<file path="src/rtl/mbx_pkg.sv">
package mbx_pkg;
  localparam int MBX_AW   = 4;
  localparam int MBX_DW   = 32;
  localparam int MBX_NREG = 2 ** (MBX_AW - 2);
  localparam int MBX_CYW  = 16;

  localparam int REG_RDY = 0;
  localparam int REG_TMO = 1;
  localparam int REG_CYC = 2;
  localparam int REG_PAY = 3;
endpackage

</file>
<file path="src/rtl/mbx_bus_slave.sv">
module mbx_bus_slave
  import mbx_pkg::*;
#(
  parameter int AW = MBX_AW,
  parameter int DW = MBX_DW,
  localparam int NREG = 2 ** (AW - 2)
) (
  input  logic                     clk,
  input  logic                     rst_n,
  input  logic                     req_valid,
  output logic                     req_ready,
  input  logic                     req_write,
  input  logic [AW-1:0]            req_addr,
  input  logic [DW-1:0]            req_wdata,
  output logic                     rsp_valid,
  output logic [DW-1:0]            rsp_rdata,
  input  logic [NREG-1:0][DW-1:0]  rd_words,
  output logic [NREG-1:0]          wr_stb,
  output logic [NREG-1:0]          rd_stb,
  output logic [DW-1:0]            wdata
);
  logic accept;
  logic [AW-3:0] widx;

  assign req_ready = 1'b1;
  assign accept    = req_valid && req_ready;
  assign widx      = req_addr[AW-1:2];
  assign wdata     = req_wdata;

  for (genvar g = 0; g < NREG; g++) begin : g_dec
    assign wr_stb[g] = accept &&  req_write && (widx == g[AW-3:0]);
    assign rd_stb[g] = accept && !req_write && (widx == g[AW-3:0]);
  end

  always_ff @(posedge clk) begin
    if (!rst_n) begin
      rsp_valid <= 1'b0;
      rsp_rdata <= '0;
    end else begin
      rsp_valid <= accept && !req_write;
      if (accept && !req_write) rsp_rdata <= rd_words[widx];
    end
  end

  p_rsp_timing_r11: assert property (@(posedge clk) disable iff (!rst_n)
    (req_valid && !req_write) |=> rsp_valid);
  p_no_rsp_on_write_r11: assert property (@(posedge clk) disable iff (!rst_n)
    (!req_valid || req_write) |=> !rsp_valid);
endmodule

</file>
<file path="src/rtl/mbx_stage.sv">
module mbx_stage
  import mbx_pkg::*;
#(
  parameter int DW  = MBX_DW,
  parameter int CYW = MBX_CYW
) (
  input  logic           clk,
  input  logic           rst_n,
  input  logic           cyc_start,
  input  logic           accept_en,
  input  logic           pay_wr,
  input  logic           cyc_wr,
  input  logic [DW-1:0]  wdata,
  output logic [DW-1:0]  pay_q,
  output logic [CYW-1:0] pcyc_q,
  output logic           staged_q
);
  always_ff @(posedge clk) begin
    if (!rst_n) begin
      pay_q    <= '0;
      pcyc_q   <= '0;
      staged_q <= 1'b0;
    end else if (cyc_start) begin
      staged_q <= 1'b0;
    end else if (accept_en) begin
      if (pay_wr) begin
        pay_q    <= wdata;
        staged_q <= 1'b1;
      end
      if (cyc_wr) pcyc_q <= wdata[CYW-1:0];
    end
  end

  p_stage_frozen_r6: assert property (@(posedge clk) disable iff (!rst_n)
    (!accept_en && !cyc_start) |=> $stable(pay_q) && $stable(pcyc_q));
endmodule

</file>
<file path="src/rtl/mbx_verdict.sv">
module mbx_verdict
  import mbx_pkg::*;
#(
  parameter int DW  = MBX_DW,
  parameter int CYW = MBX_CYW
) (
  input  logic           clk,
  input  logic           rst_n,
  input  logic           cyc_start,
  input  logic           deadline,
  input  logic           set_req,
  input  logic           staged,
  input  logic [DW-1:0]  pay,
  input  logic [CYW-1:0] pcyc,
  input  logic           cons_take,
  input  logic           mm_clr,
  output logic           ready_q,
  output logic           timeout_q,
  output logic           closed_q,
  output logic [DW-1:0]  deliver_q,
  output logic [CYW-1:0] ccyc_q,
  output logic           on_time_q,
  output logic           late_q,
  output logic           mismatch_q
);
  logic judge, hit, miss, mm_set, ready_set;

  assign judge     = deadline && !cyc_start && !closed_q;
  assign hit       = judge && ready_q;
  assign miss      = judge && !ready_q;
  assign mm_set    = hit && (pcyc != ccyc_q);
  assign ready_set = set_req && staged && !timeout_q && !closed_q && !deadline;

  always_ff @(posedge clk) begin
    if (!rst_n) begin
      ready_q   <= 1'b0;
      timeout_q <= 1'b0;
      closed_q  <= 1'b0;
      deliver_q <= '0;
      ccyc_q    <= '0;
      on_time_q <= 1'b0;
      late_q    <= 1'b0;
    end else begin
      on_time_q <= hit;
      late_q    <= miss;
      if (cyc_start) begin
        ready_q   <= 1'b0;
        timeout_q <= 1'b0;
        closed_q  <= 1'b0;
        ccyc_q    <= ccyc_q + 1'b1;
      end else begin
        if (judge) closed_q <= 1'b1;
        if (miss) timeout_q <= 1'b1;
        if (hit) deliver_q <= pay;
        if (cons_take) ready_q <= 1'b0;
        else if (ready_set) ready_q <= 1'b1;
      end
    end
  end

  always_ff @(posedge clk) begin
    if (!rst_n) mismatch_q <= 1'b0;
    else if (mm_set) mismatch_q <= 1'b1;
    else if (mm_clr) mismatch_q <= 1'b0;
  end

  p_pulse_excl_r4: assert property (@(posedge clk) disable iff (!rst_n)
    !(on_time_q && late_q));
  p_late_flags_r5: assert property (@(posedge clk) disable iff (!rst_n)
    late_q |-> timeout_q);
  p_ready_blocked_r6: assert property (@(posedge clk) disable iff (!rst_n)
    (timeout_q && !cyc_start) |=> !ready_q);
  p_ready_staged_r3: assert property (@(posedge clk) disable iff (!rst_n)
    $rose(ready_q) |-> staged);
  p_start_clears_r8: assert property (@(posedge clk) disable iff (!rst_n)
    cyc_start |=> (!ready_q && !timeout_q));
  p_mm_sticky_r9: assert property (@(posedge clk) disable iff (!rst_n)
    (mismatch_q && !mm_clr) |=> mismatch_q);
endmodule

</file>
<file path="src/rtl/cc_mailbox.sv">
module cc_mailbox
  import mbx_pkg::*;
#(
  parameter int AW  = MBX_AW,
  parameter int DW  = MBX_DW,
  parameter int CYW = MBX_CYW
) (
  input  logic          clk,
  input  logic          rst_n,
  input  logic          cyc_start_i,
  input  logic          deadline_i,
  input  logic          p_req_valid,
  output logic          p_req_ready,
  input  logic          p_req_write,
  input  logic [AW-1:0] p_req_addr,
  input  logic [DW-1:0] p_req_wdata,
  output logic          p_rsp_valid,
  output logic [DW-1:0] p_rsp_rdata,
  input  logic          c_req_valid,
  output logic          c_req_ready,
  input  logic          c_req_write,
  input  logic [AW-1:0] c_req_addr,
  input  logic [DW-1:0] c_req_wdata,
  output logic          c_rsp_valid,
  output logic [DW-1:0] c_rsp_rdata,
  output logic          on_time_o,
  output logic          late_o,
  output logic          cycle_mismatch_o
);
  localparam int NREG = 2 ** (AW - 2);

  logic [NREG-1:0][DW-1:0] p_words, c_words;
  logic [NREG-1:0] p_wr, p_rd, c_wr, c_rd;
  logic [DW-1:0]  p_wd, c_wd;
  logic [DW-1:0]  pay_q, deliver_q;
  logic [CYW-1:0] pcyc_q, ccyc_q;
  logic staged_q, ready_q, timeout_q, closed_q, mismatch_q;
  logic accept_en;

  mbx_bus_slave #(.AW(AW), .DW(DW)) u_pbus (
    .clk(clk), .rst_n(rst_n),
    .req_valid(p_req_valid), .req_ready(p_req_ready), .req_write(p_req_write),
    .req_addr(p_req_addr), .req_wdata(p_req_wdata),
    .rsp_valid(p_rsp_valid), .rsp_rdata(p_rsp_rdata),
    .rd_words(p_words), .wr_stb(p_wr), .rd_stb(p_rd), .wdata(p_wd)
  );

  mbx_bus_slave #(.AW(AW), .DW(DW)) u_cbus (
    .clk(clk), .rst_n(rst_n),
    .req_valid(c_req_valid), .req_ready(c_req_ready), .req_write(c_req_write),
    .req_addr(c_req_addr), .req_wdata(c_req_wdata),
    .rsp_valid(c_rsp_valid), .rsp_rdata(c_rsp_rdata),
    .rd_words(c_words), .wr_stb(c_wr), .rd_stb(c_rd), .wdata(c_wd)
  );

  assign accept_en = !timeout_q && !closed_q;

  mbx_stage #(.DW(DW), .CYW(CYW)) u_stage (
    .clk(clk), .rst_n(rst_n), .cyc_start(cyc_start_i), .accept_en(accept_en),
    .pay_wr(p_wr[REG_PAY]), .cyc_wr(p_wr[REG_CYC]), .wdata(p_wd),
    .pay_q(pay_q), .pcyc_q(pcyc_q), .staged_q(staged_q)
  );

  mbx_verdict #(.DW(DW), .CYW(CYW)) u_verdict (
    .clk(clk), .rst_n(rst_n), .cyc_start(cyc_start_i), .deadline(deadline_i),
    .set_req(p_wr[REG_RDY] && p_wd[0]), .staged(staged_q), .pay(pay_q),
    .pcyc(pcyc_q), .cons_take(c_rd[REG_PAY]), .mm_clr(c_wr[REG_TMO] && c_wd[1]),
    .ready_q(ready_q), .timeout_q(timeout_q), .closed_q(closed_q),
    .deliver_q(deliver_q), .ccyc_q(ccyc_q), .on_time_q(on_time_o),
    .late_q(late_o), .mismatch_q(mismatch_q)
  );

  assign cycle_mismatch_o = mismatch_q;

  always_comb begin
    p_words          = '0;
    p_words[REG_RDY] = {{(DW-1){1'b0}}, ready_q};
    p_words[REG_TMO] = {{(DW-1){1'b0}}, timeout_q};
    p_words[REG_CYC] = {{(DW-CYW){1'b0}}, pcyc_q};
    p_words[REG_PAY] = pay_q;
    c_words          = '0;
    c_words[REG_RDY] = {{(DW-1){1'b0}}, ready_q};
    c_words[REG_TMO] = {{(DW-2){1'b0}}, mismatch_q, timeout_q};
    c_words[REG_CYC] = {{(DW-CYW){1'b0}}, ccyc_q};
    c_words[REG_PAY] = deliver_q;
  end
endmodule

</file>
<file path="config.mk">
export PLATFORM = sky130hd
export DESIGN_NAME = cc_mailbox
export DESIGN_NICKNAME = d
export VERILOG_FILES = /design/src/rtl/mbx_pkg.sv /design/src/rtl/mbx_bus_slave.sv /design/src/rtl/mbx_stage.sv /design/src/rtl/mbx_verdict.sv /design/src/rtl/cc_mailbox.sv
export SDC_FILE = /design/constraint.sdc
export NUM_CORES = 1
export LEC_CHECK = 0
export BUFFER_PORTS_ARGS = -buffer_cell sky130_fd_sc_hd__buf_2
export CAP_MARGIN = 20
export CORE_ASPECT_RATIO = 1.2
export CORE_MARGIN = 1
export CORE_UTILIZATION = 53
export DETAILED_ROUTE_END_ITERATION = 10
export PLACE_DENSITY = 0.81
export SLEW_MARGIN = 10
export SYNTH_ARGS = -nofsm -noshare
export SYNTH_HDL_FRONTEND = slang
export SYNTH_SLANG_ARGS = --single-unit
</file>
<file path="constraint.sdc">
create_clock -name clk -period 1.9 [get_ports clk]
set_input_delay 0.19 -clock clk [delete_from_list [all_inputs] [get_ports clk]]
set_output_delay 0.19 -clock clk [all_outputs]
set_load 0.02 [all_outputs]
</file>
After elaboration in Yosys (flattened, before gate mapping)
Cells that the tools add are included.
{"block": "word_totals", "output_inout_bits": 71, "ff_bits": 169, "input_bits": 80, "wordCells": 67}
{"block": "classes", "n_lt_le_gt_ge": 2, "muxes": 6, "reduce_logical": 36, "bitwise": 2, "eq_ne": 5, "n_addsub": 1}
{"cell": "32-bit binary-select mux with 2-bit select", "count": 2}
{"cell": "32-bit two-way mux", "count": 2}
{"cell": "1-bit logical AND", "count": 21}
{"cell": "16-bit by 1-bit adder with 16-bit output (second input constant)", "count": 1}
{"cell": "16-bit inequality test", "count": 1}
{"cell": "1-bit zero test", "count": 7}
{"cell": "2-bit equality test (second input constant)", "count": 3}
{"cell": "2-bit by 3-bit < comparator with 1-bit output (second input constant)", "count": 2}
{"cell": "3-bit AND reduction", "count": 2}
{"cell": "2-bit AND reduction", "count": 2}
{"cell": "3-bit OR reduction", "count": 1}
{"cell": "2-bit by 1-bit equality test with 1-bit output (second input constant)", "count": 1}
{"cell": "2-bit zero test", "count": 1}
{"cell": "1-bit two-way mux", "count": 2}
{"cell": "1-bit NOT", "count": 2}
{"cell": "2-bit nonzero test", "count": 1}
{"cell": "2-bit OR reduction", "count": 1}

Logic depth before layout (Yosys ltp)
Gate-level depths: netlist (run 1).
{"block": "depth", "depth_word": 7, "ltp_mapped": 7, "ltp_nobuf": 4}

Modules after synthesis
From an unflattened synthesis (run 1), not the netlist that was laid out.
{"block": "hier_totals", "cells_unflattened": 923, "area_unflattened_um2": 8753.4}
{"module": "mbx_bus_slave", "cells_each": 231, "seq_area_each_um2": 660.6, "area_per_inst_um2": 2247.2, "n_inst": 2}
{"module": "mbx_verdict", "cells_each": 261, "seq_area_each_um2": 1081.0, "area_per_inst_um2": 2318.5, "n_inst": 1}
{"module": "mbx_stage", "cells_each": 196, "seq_area_each_um2": 980.9, "area_per_inst_um2": 1920.6, "n_inst": 1}
{"module": "cc_mailbox", "cells_each": 4, "seq_area_each_um2": 0.0, "area_per_inst_um2": 20.0, "n_inst": 1}

Worst setup path after synthesis (run 1)
No wires, ideal clock.
{"block": "synth_path", "path_kind": "reg2reg", "startpoint": "reg u_verdict.timeout_q", "endpoint": "reg u_stage.pay_q[27]", "arrival_time_ps": 1331, "path_stages_with_launch": 7, "period_less_slack_ps": 1463, "setup_slack_ps": 437, "setup_ps": 132, "n_path_buf": 2, "required_time_ps": 1768, "path_cell_list": "dfxtp_1 > nand3b_4 > or4_1 > clkbuf_1 > buf_2 > nand2_1 > a21oi_1"}
{"block": "synth_via", "elab_chain_cells": 3}
{"element": "start: declaration", "line_no": "mbx_verdict.sv:18", "rtl": "output logic timeout_q,"}
{"element": "start signal: assignment", "line_no": "mbx_verdict.sv:37", "rtl": "timeout_q <= 1'b0;"}
{"element": "start signal: assignment", "line_no": "mbx_verdict.sv:48", "rtl": "timeout_q <= 1'b0;"}
{"element": "start signal: assignment", "line_no": "mbx_verdict.sv:53", "rtl": "if (miss) timeout_q <= 1'b1;"}
{"element": "1-bit zero test", "line_no": "cc_mailbox.sv:56", "rtl": "assign accept_en = !timeout_q && !closed_q;"}
{"element": "1-bit logical AND", "line_no": "cc_mailbox.sv:56"}
{"element": "3-bit AND reduction (no line)"}
{"element": "end signal: assignment", "line_no": "mbx_stage.sv:27", "rtl": "pay_q <= wdata;"}
{"element": "end: declaration", "line_no": "mbx_stage.sv:14", "rtl": "output logic [DW-1:0] pay_q,"}
No other way between the ends.
A chain may end at the register's enable or synchronous reset.

Final worst setup path (run 1)
{"block": "layout_path", "startpoint": "reg u_verdict.ccyc_q[5]", "endpoint": "reg u_verdict.ccyc_q[14]"}
{"block": "layout_via", "elab_chain_cells": 1}
{"element": "start: declaration", "line_no": "mbx_verdict.sv:21", "rtl": "output logic [CYW-1:0] ccyc_q,"}
{"element": "start signal: assignment", "line_no": "mbx_verdict.sv:50", "rtl": "ccyc_q <= ccyc_q + 1'b1;"}
{"element": "16-bit by 1-bit adder with 16-bit output", "line_no": "mbx_verdict.sv:50"}
No other way between the ends.

==> qor.yml, run 1 <==
slew_viol_final: 0
vdd_drop_max_mv: 0.725
avgViaCountPerCell: 5.53
placed_cells: 973
die_h_um: 123
diodes: 0
cp_slowest_cell: "dfxtp_1"
coreArea_um2: 11700
port_buffers: 113
place_area_um2: 7210
dr_total_vias: 5631
crit_chain: "and4_1, nand3_1, or4_1, a21oi_1"
start_util_pct: 55.2
crit_start: "u_verdict.ccyc_q[5]$_SDFFE_PN0P_"
final_area_um2: 7960
cts-root-buf: "clkbuf_16"
fin_crit_ps: 1600
cp-end-kind: "flip-flop"
area_growth_syn_to_layout_pct: 22.8
pwr_density_cell_nw_per_um2: 930
clock_skew_ps: 12.6
clk_latency_ps: 430
nets: 930
ys_types: 42
worst_r2r_path_depth: 4
drc: 0
clock.fmax_mhz: 625
cts_buffers: 17
detail_route.first_pass.iterations: 5
grt_overflow: 0
whs_endpoint: "u_stage.pay_q[9]$_SDFFE_PN0P_"
synth_top_flop_cell: "dfxtp_1"
clock_path_buffers: 2
syn_inst: 739
cts_setup_buffers: 0
layout-drive-gt1-share_pct: 20.6
fin_crit_sh_pct: 84.2
r2r-end: "u_verdict.ccyc_q[14]$_SDFFE_PN0P_"
syn-cell-area_um2: 6480
antenna_left: 0
ios: 151
wirelength_mm: 16.3
cts_max_level: 4
cts_hold_repair.buffers: 14
r2r_slack_ps: 300
leakage_nw: 3.35
r2r_start: "u_verdict.ccyc_q[5]$_SDFFE_PN0P_"
hold_start: "p_req_wdata[9]"
seq_area_frac_synth_pct: 52.2
final_cells: 1019
path_delay_family: "simple AND/OR/NAND/NOR gates"
synth-edff-count: 0
synth_warnings: 0
cp_num_buf_inv: 0
outcome: "finished, final reports clean"
clk_pin_slew_ps: 70
die-area_um2: 12700
fin_tns_setup_ps: 0
crit_fanout: 9
synth-seq-cells: 169
grt_max_degree: 58
num_rows: 43
gp_congestion: 0.886
critPathKind: "flip-flop to flip-flop"
chipWidth_um: 103
slowest_delay_ps: 500
hold_path_depth: 3
dp_hpwl_mm: 10.3
cts_tree: "yes"
arrival_ps: 1950
grt_pass1_vias: 5414
post_cts_resized: 0
critPathLaunchType: "flip-flop"
cap_violations: 0
min_path_type: "input port to flip-flop"
finalSetupViolCount: 0
avgSynthCellArea_um2: 8.77
required_ps: 2250
hold_viol: 0
routedWlPerCell_um: 16.0
first_iter_violations: 320
antenna_found_initial: 0
grt_pass1_wl_mm: 26.0
grt_setup_unrepaired: "false"
grt_usage_pct: 26.9
clkSinkCount: 169
async_flop_share_pct: 0
[report_power, final]
| part | internal [W] | leakage, nW | switching [W] |
|---|---|---|---|
| Sequential | 0.00356 | 1.36 | 0.0000245 |
| Combinational | 0.000127 | 1.69 | 0.000212 |
| Clock | 0.00189 | 0.293 | 0.00158 |
| Total | 0.00558 | 3.35 | 0.00182 |
[placed cells by master (no fill, tap or decap), types with 17 or more instances in the layout]
cell and count:
a22oi_1 61, nor2_1 83, dfxtp_1 169, clkbuf_16 17, mux2i_1 19, xor2_1 22
a21oi_1 71, buf_2 113, buf_4 17, nand2_1 157
[final cells by class]
class	instances	area (um^2)
Fill cell	953	3770
Sequential cell	169	3380
Clock buffer	17	425
Tap cell	157	196
Timing Repair Buffer	148	913
Inverter	3	13.8
Clock inverter	15	181
Multi-Input combinational cell	510	2840
[state kept, by name, summed over array words and instances, names as in the netlist, 16 cells and up]
signal and flops:
u_verdict.ccyc_q 16, u_pbus.rsp_rdata 32, u_verdict.deliver_q 32, u_cbus.rsp_rdata 32
u_stage.pcyc_q 16, u_stage.pay_q 32
[cell usage after synthesis, types with 3 or more instances]
| library cell | count | share of area (%) |
|---|---|---|
| mux2i_1 | 19 | 2.9 |
| dfxtp_1 | 169 | 52 |
| xnor2_1 | 4 | 0.54 |
| mux2_1 | 11 | 1.9 |
| xor2_1 | 22 | 3.0 |
| nor4_1 | 5 | 0.48 |
| nor2_1 | 84 | 4.9 |
| buf_4 | 4 | 0.46 |
| nand2_1 | 157 | 9.1 |
| nand3_1 | 7 | 0.54 |
| nand2b_1 | 5 | 0.48 |
| o21ai_1 | 16 | 1.2 |
| and3_1 | 5 | 0.48 |
| nor2b_1 | 4 | 0.39 |
| or4_1 | 3 | 0.35 |
| buf_2 | 18 | 1.4 |
| nor3_1 | 4 | 0.31 |
| nand4_1 | 7 | 0.68 |
| mux2_2 | 3 | 0.52 |
| a22oi_1 | 61 | 7.1 |
| buf_1 | 3 | 0.17 |
| clkbuf_1 | 33 | 1.9 |
| a21oi_1 | 71 | 5.5 |
[tightest hold or removal path: stages]
cell and delay [ps]:
buf_2 110, nand2_1 50, a21oi_1 50
[worst max path at each step]
stage                                   endpoint  cells past startpoint  slack (ps)
5_1_grt        u_verdict.ccyc_q[14]$_SDFFE_PN0P_                      4         180
6_report       u_verdict.ccyc_q[14]$_SDFFE_PN0P_                      4         300
3_5_place_dp   u_verdict.ccyc_q[14]$_SDFFE_PN0P_                      4         330
3_3_place_gp   u_verdict.ccyc_q[14]$_SDFFE_PN0P_                      4         340
2_1_floorplan     u_stage.pay_q[27]$_SDFFE_PN0P_                      6         440
4_1_cts        u_verdict.ccyc_q[14]$_SDFFE_PN0P_                      4         300
[per-layer routing]
| metal | GRT usage (%) | part of all wire (%) |
|---|---|---|
| met1 | 30.2 | 41 |
| met3 | 6.84 | 6.0 |
| met4 | 10.2 | 1.7 |
| met2 | 48.3 | 52 |
| met5 | 0 | 0 |
[stage by stage]
step	utilization (%)	setup WS, ps	hold WS [ps]	power [W]
floorplan	-	437	316	0.00384
global placement	61.5	345	432	0.00398
detailed placement	61.5	328	439	0.00398
CTS	67.8	304	0.655	0.00744
global route	67.8	180	1.71	0.00761
finish	67.8	300	10.8	0.00740
[kinds of logic after synthesis]
logic type                 count (synthesis)  share of synthesized area, %
AOI/OAI and AO/OA                        153                          14.4
xor gates and xnor gates                  26                          3.52
adders and majority gates                  1                         0.193
DFF                                      169                          52.2
muxes                                     35                          6.07
and+or+nand+nor                          293                          19.5
other                                      1                        0.0579
buffers and inverters                     61                          4.11
Note: power is estimated with default switching activity, not from simulation.
==> run 2, diff against run 1 <==
==> constraint.sdc (replaced) <==
create_clock -name clk -period 1.53 [get_ports clk]
set_input_delay 0.153 -clock clk [delete_from_list [all_inputs] [get_ports clk]]
set_output_delay 0.153 -clock clk [all_outputs]
set_load 0.02 [all_outputs]
==> run 2 against run 1 <==
Net effect:
- power grew 24%
- global-route usage grew 2.0 points
- largest power group unchanged
- combinational power grew 51%
- via count grew 4.1%
- largest cell class unchanged
- clock-buffer cell count is the same
- clock power grew 21%
==> qor.yml, run 2 (synthesized netlist as in run 1, its figures left out) <==
clk_pin_slew_ps: 70  # about the same
ios: 151  # unchanged
clkSinkCount: 169  # unchanged
p_comb_share_pct: 5.6  # +1.0 points
critPathLaunchType: "flip-flop"
vdd_drop_max_mv: 0.791  # +9.1%
clk_latency_ps: 430  # about the same
pwr_density_cell_nw_per_um2: 1090  # +17%
diodes: 0  # unchanged
grt_max_degree: 55  # -5.2%
area_growth_syn_to_layout_pct: 29.8
nFillCells: 867  # -9.0%
fin_ws_ps: 37.1  # -263 ps
first_iter_violations: 361  # +13%
cap_violations: 0  # unchanged
critical_path_depth: 7  # +3
dp_hpwl_mm: 10.6  # +2.8%
fin_crit_ps: 1490  # -107 ps
slowest_delay_ps: 330  # -170 ps
detail_route.first_pass.iterations: 5  # unchanged
hold_path_depth: 3  # unchanged
antenna_left: 0  # unchanged
p_clk_share_pct: 45.8  # -1.1 points
leakage_nw: 3.55  # +6.2%
fin_crit_sh_pct: 97.6  # +13 points
nets: 967  # +4.0%
routedWlPerCell_um: 16.9  # +5.4%
finalSetupViolCount: 0  # unchanged
grt_pass1_vias: 5716  # +5.6%
grt_pass1_wl_mm: 27.8  # +6.8%
hold_viol: 0  # unchanged
chipWidth_um: 103  # unchanged
cp_num_buf_inv: 3  # +3
finish.utilization_pct: 71.7  # +3.9 points
min_path_type: "input port to flip-flop"
arrival_ps: 1860  # -90 ps
mostFrequentLayoutCells: "161 x dfxtp_1, 157 x nand2_1, 113 x buf_2, 83 x nor2_1, 70 x a21oi_1"
cp-end-kind: "flip-flop"
clock_path_buffers: 2  # unchanged
layout_commonest_cell: "dfxtp_1"
crit_fanout: 13  # +4
outcome: "finished, final reports clean"
dr_total_vias: 5862  # +4.1%
p_switching_w: 0.00233  # +28%
grt_usage_pct: 28.8  # +2.0 points
slew_viol_final: 0  # unchanged
switching_share_pct: 25.5  # +0.88 points
critPathKind: "flip-flop to flip-flop"
required_ps: 1890  # -360 ps
avgViaCountPerCell: 5.55  # +0.45%
port_buffers: 113  # unchanged
cts_buffers: 17  # unchanged
num_rows: 43  # unchanged
cp_slowest_cell: "dfxtp_1"
antenna_found_initial: 0  # unchanged
crit_chain: "nand3b_4, buf_6, nor4_4, buf_4, clkbuf_16, nand2_1, a21oi_1"
cts_max_level: 4  # unchanged
p_int_w: 0.00682  # +22%
layout-drive-gt1-share_pct: 23.5  # +2.8 points
cts-root-buf: "clkbuf_16"
die_h_um: 123  # unchanged
cts_tree: "yes"
gp_congestion: 0.909  # +2.6%
start_util_pct: 55.2  # unchanged
clock.fmax_mhz: 670  # +7.2%
die-area_um2: 12700  # unchanged
wirelength_mm: 17.8  # +9.3%
grt_overflow: 0  # unchanged
drc: 0  # unchanged
worst_r2r_path_depth: 7  # +3
coreArea_um2: 11700  # unchanged
clock_skew_ps: 10.5  # -2.19 ps
path_delay_family: "buffers and inverters"
sequentialPowerShare_pct: 48.6  # about the same
fin_tns_setup_ps: 0  # unchanged
post-place-ws_ps: 33.7  # -294 ps
[run 2: changes by cell type in the layout (fill, tap and decap cells not counted), moves of 2 or more]
cell	change
buf_12	+7
buf_4	+10
clkbuf_16	+2
clkinv_4	-3
clkinv_8	-2
clkinvlp_4	+3
dfxtp_1	-8
dfxtp_2	+7
dlygate4sd3_1	+17
inv_8	+3
nor4_1	-2
nor4_2	+2
[run 2: cell type report]
cell class | count | area, um^2 | area share (%)
Multi-Input combinational cell | 510 | 2870 | 34.1
Sequential cell | 169 | 3400 | 40.4
Clock inverter | 15 | 149 | 1.77
Tap cell | 157 | 196 | 2.34
Clock buffer | 17 | 425 | 5.06
Timing Repair Buffer | 185 | 1360 | 16.2
Inverter | 3 | 13.8 | 0.164
[run 2: stage by stage]
stage / cell area [um^2] / std cells / hold WS (ps) / power [W]
6_report: 8410 / 1056 / 10.2 / 0.00915
3_3_place_gp: 7420 / 989 / 393 / 0.00497
2_1_floorplan: 6480 / 740 / 279 / 0.00477
5_1_grt: 8410 / 1056 / 5.60 / 0.00940
3_5_place_dp: 7420 / 989 / 398 / 0.00498
4_1_cts: 8300 / 1052 / 1.64 / 0.00916
[run 2: power groups by stage]
stage | Clock [W] | Combinational [W] | Sequential, W
after CTS | 0.00422 | 0.000490 | 0.00445
final | 0.00419 | 0.000512 | 0.00445
after global routing | 0.00440 | 0.000545 | 0.00445
after detailed placement | 0 | 0.000427 | 0.00455
after floorplan | 0 | 0.000217 | 0.00455
after global placement | 0 | 0.000424 | 0.00455
[run 2: worst paths after layout]
kind	startpoint	to	slack, ps
max reg2reg	u_verdict.timeout_q$_SDFFE_PP0P_	u_stage.pay_q[28]$_SDFFE_PN0P_	40
min reg2reg	u_verdict.deliver_q[15]$_SDFFE_PN0P_	u_verdict.deliver_q[15]$_SDFFE_PN0P_	460
max	u_verdict.timeout_q$_SDFFE_PP0P_	u_stage.pay_q[28]$_SDFFE_PN0P_	40
min	p_req_wdata[15]	u_stage.pay_q[15]$_SDFFE_PN0P_	10
[run 2: repair_timing]
item / in CTS / in global routing
endpoints found under the hold margin: 43 / 0
setup buffers: 0 / 2
hold buffers: 31 / 0
gates resized for setup: 0 / 15
setup endpoints to repair: 0 / 8
[run 2: routing by layer]
metal,part of all wire (%),global-route usage (%),vias to the layer above,wire length (um)
met5,0,0,-,0
met4,3.2,12.9,0,574
met3,6.2,7.91,51,1110
met2,52,51.7,208,9170
met1,39,31.3,2787,6940
li1,-,-,2816,-
[run 2: worst reg2reg max path: cells and delay by family (launching register included)]
family / cells / cell delay [ps]
AND/OR/NAND/NOR: 3 / 450
flip-flops: 1 / 330
AO/OA/AOI/OAI: 1 / 120
buffers and inverters: 3 / 530
==> run 3, diff against run 2 <==
--- a/config.mk
+++ b/config.mk
@@ -5,13 +5,14 @@
 export SDC_FILE = /design/constraint.sdc
 export NUM_CORES = 1
 export LEC_CHECK = 0
+export ABC_AREA = 1
 export BUFFER_PORTS_ARGS = -buffer_cell sky130_fd_sc_hd__buf_2
 export CAP_MARGIN = 20
 export CORE_ASPECT_RATIO = 1.2
 export CORE_MARGIN = 1
-export CORE_UTILIZATION = 53
+export CORE_UTILIZATION = 54
 export DETAILED_ROUTE_END_ITERATION = 10
-export PLACE_DENSITY = 0.81
+export PLACE_DENSITY = 0.82
 export SLEW_MARGIN = 10
 export SYNTH_ARGS = -nofsm -noshare
 export SYNTH_HDL_FRONTEND = slang
==> run 3 against run 2 <==
Net effect:
- synthesized cell count grew 18%
- clock power up 3%
- first-iteration DRC count increased by 14%
- via count rose by 4.8%
- sequential share of layout area grew 1.0 points
- non-clock buffer count is 39 lower
- utilization decreased by 4.0 points
- clock-buffer cell count unchanged
- flip-flop and latch count unchanged
- die area rose by 1.2%
- critical path depth down 1
- largest power group unchanged
- highest routed layer unchanged
==> qor.yml, run 3 <==
outcome: "finished, final reports clean"
yosys.area.top_type: "dfxtp_1"
nFillCells: 991  # +14%
clock_path_buffers: 2  # unchanged
area_growth_syn_to_layout_pct: 22.3
whs_endpoint: "u_stage.pay_q[21]$_SDFFE_PN0P_"
cpMostUsedCell: "nor2_1"
port_buffers: 113  # unchanged
crit_fanout: 17  # +4
multi_input_area_um2: 2650  # -7.6%
critPathLaunchType: "flip-flop"
antenna_left: 0  # unchanged
hold_start: "p_req_wdata[21]"
yosys.area.top_type_share_pct: 50.7  # -1.6 points
cts_setup_buffers: 0  # unchanged
crit_chain: "nor2_2, nand3_2, buf_4, inv_2, nor2_1, nor2_1"
grt_setup_unrepaired: "false"
finalSetupViolCount: 0  # unchanged
cts_tree: "yes"
syn-cell-area_um2: 6680  # +3.1%
clock.fmax_mhz: 711  # +6.2%
min_path_type: "input port to flip-flop"
dp_hpwl_mm: 10.7  # +0.28%
drc: 0  # unchanged
chipWidth_um: 104  # +0.59%
fin_tns_setup_ps: 0  # unchanged
regArea_um2: 3380  # -0.37%
cp_slowest_cell: "dfxtp_1"
grt_pass1_wl_mm: 26.4  # -4.7%
clk_pin_slew_ps: 70  # about the same
synth_most_common_cell: "dfxtp_1"
cts_buffers: 17  # unchanged
routedWlPerCell_um: 14.1  # -16%
avgViaCountPerCell: 5.27  # -5.0%
arrival_ps: 1770  # -90 ps
cts_max_level: 4  # unchanged
hold_viol: 0  # unchanged
synth_area_leaders: "dfxtp_1 51%, o21ai_0 8.8%, nand2_1 8.3%, a21oi_1 7.3%, inv_1 5.5%"
clk_latency_ps: 430  # about the same
nets: 1072  # +11%
async_flop_share_pct: 0  # unchanged
critPathKind: "flip-flop to flip-flop"
grt_overflow: 0  # unchanged
clock_skew_ps: 13.3  # +2.83 ps
layout-drive-gt1-share_pct: 18.8  # -4.6 points
worst_r2r_path_depth: 6  # -1
coreArea_um2: 12100  # +2.8%
finish.utilization_pct: 67.7  # -4.0 points
fin_crit_sh_pct: 91.9  # -5.7 points
hold_path_depth: 3  # unchanged
antenna_found_initial: 0  # unchanged
required_ps: 1890  # about the same
holdWs_ps: 4.92  # -5.29 ps
synth-seq-cells: 169  # unchanged
num_rows: 44  # +2.3%
detail_route.first_pass.iterations: 5  # unchanged
fin_crit_ps: 1410  # -87.1 ps
diodes: 0  # unchanged
die-area_um2: 12800  # +1.2%
start_util_pct: 55.4  # +0.17 points
cts-root-buf: "clkbuf_16"
r2r-end: "u_stage.pay_q[28]$_SDFFE_PN0P_"
die_h_um: 124  # +0.59%
synth-edff-count: 0  # unchanged
place_area_um2: 7430  # +0.13%
dr_total_vias: 6145  # +4.8%
gp_congestion: 0.819  # -9.9%
leakage_nw: 3.35  # -5.6%
cp-end-kind: "flip-flop"
avgSynthCellArea_um2: 7.63  # -13%
mostFrequentLayoutCells: "169 x dfxtp_1, 148 x nand2_1, 118 x o21ai_0, 113 x buf_2"
seq_area_frac_synth_pct: 50.7  # -1.6 points
finalPower_w: 0.00929  # +1.5%
slowest_delay_ps: 340  # about the same
layout_commonest_cell: "dfxtp_1"
synthTopCellsByCount: "169 x dfxtp_1, 148 x nand2_1, 118 x o21ai_0"
grt_usage_pct: 26.0  # -2.9 points
pwr_density_cell_nw_per_um2: 1140  # +4.5%
syn_inst: 875  # +18%
ios: 151  # unchanged
clkSinkCount: 169  # unchanged
ys_types: 30  # -29%
slew_viol_final: 0  # unchanged
cap_violations: 0  # unchanged
synth_warnings: 0  # unchanged
vdd_drop_max_mv: 0.845  # +6.9%
grt_max_degree: 111  # +100%
r2r_slack_ps: 120  # +90 ps
grt_pass1_vias: 5655  # -1.1%
r2r_start: "u_verdict.closed_q$_SDFFE_PP0N_"
wirelength_mm: 16.4  # -7.7%
first_iter_violations: 412  # +14%
synth_top_flop_cell: "dfxtp_1"
final_area_um2: 8170  # -2.9%
run 3: cell families (layout without fill, tap and decap cells):
family	after synthesis	in the layout	synth area share, %
and+or+nand+nor	279	279	17.4
AOI/OAI and AO/OA	271	271	21.7
DFF	169	169	50.7
other	1	2	0.0561
adders and majority gates	1	1	0.187
buffers and inverters	153	281	9.85
xor gates and xnor gates	1	1	0.131
run 3: power breakdown:
part	switching (W)	internal, W	leakage, nW
Clock	0.00197	0.00234	0.292
Sequential	0.0000277	0.00444	1.36
Combinational	0.000329	0.000184	1.70
run 3: critical path: cells and delay by family (launching register included):
kind / cells / cell delay, ps
AND/OR/NAND/NOR: 4 / 550
flip-flops: 1 / 340
buffers and inverters: 2 / 440
run 3: area by class of cell:
class	instances	share of cell area, %
Clock buffer	17	5.21
Clock inverter	15	2.10
Inverter	103	4.75
Multi-Input combinational cell	554	32.4
Sequential cell	169	41.4
Tap cell	161	2.47
Timing Repair Buffer	146	11.6
run 3: worst max path at each step:
stage / slack, ps / to / start
after floorplan: 300 / u_verdict.ccyc_q[14]$_SDFFE_PN0P_ / u_verdict.ccyc_q[0]$_SDFFE_PN0P_
after global routing: 10 / u_stage.pay_q[25]$_SDFFE_PN0P_ / u_verdict.closed_q$_SDFFE_PP0N_
after global placement: 180 / u_stage.pay_q[31]$_SDFFE_PN0P_ / u_verdict.closed_q$_SDFFE_PP0N_
after CTS: 80 / u_stage.pay_q[0]$_SDFFE_PN0P_ / u_verdict.closed_q$_SDFFE_PP0N_
final: 120 / u_stage.pay_q[28]$_SDFFE_PN0P_ / u_verdict.closed_q$_SDFFE_PP0N_
after detailed placement: 150 / u_stage.pay_q[19]$_SDFFE_PN0P_ / u_verdict.closed_q$_SDFFE_PP0N_
run 3: timing repair:
action / 4_1_cts / 5_1_grt
resized for setup: 0 / 1
hold buffers: 14 / 0
endpoints found under the hold margin: 14 / 0
endpoints found under the setup margin: 0 / 17
run 3: metrics by stage:
stage	instances	setup slack, ps
floorplan	876	303
global placement	1119	184
detailed placement	1119	152
CTS	1165	79.9
global route	1165	11.6
finish	1165	124
run 3: routing by layer:
layer  wire [um]  share of wire, %  GRT usage, %
met2        8000                49          44.8
met4         487               3.0          12.7
met1        7090                43          31.7
met5           0                 0             0
met3         849               5.2          4.66
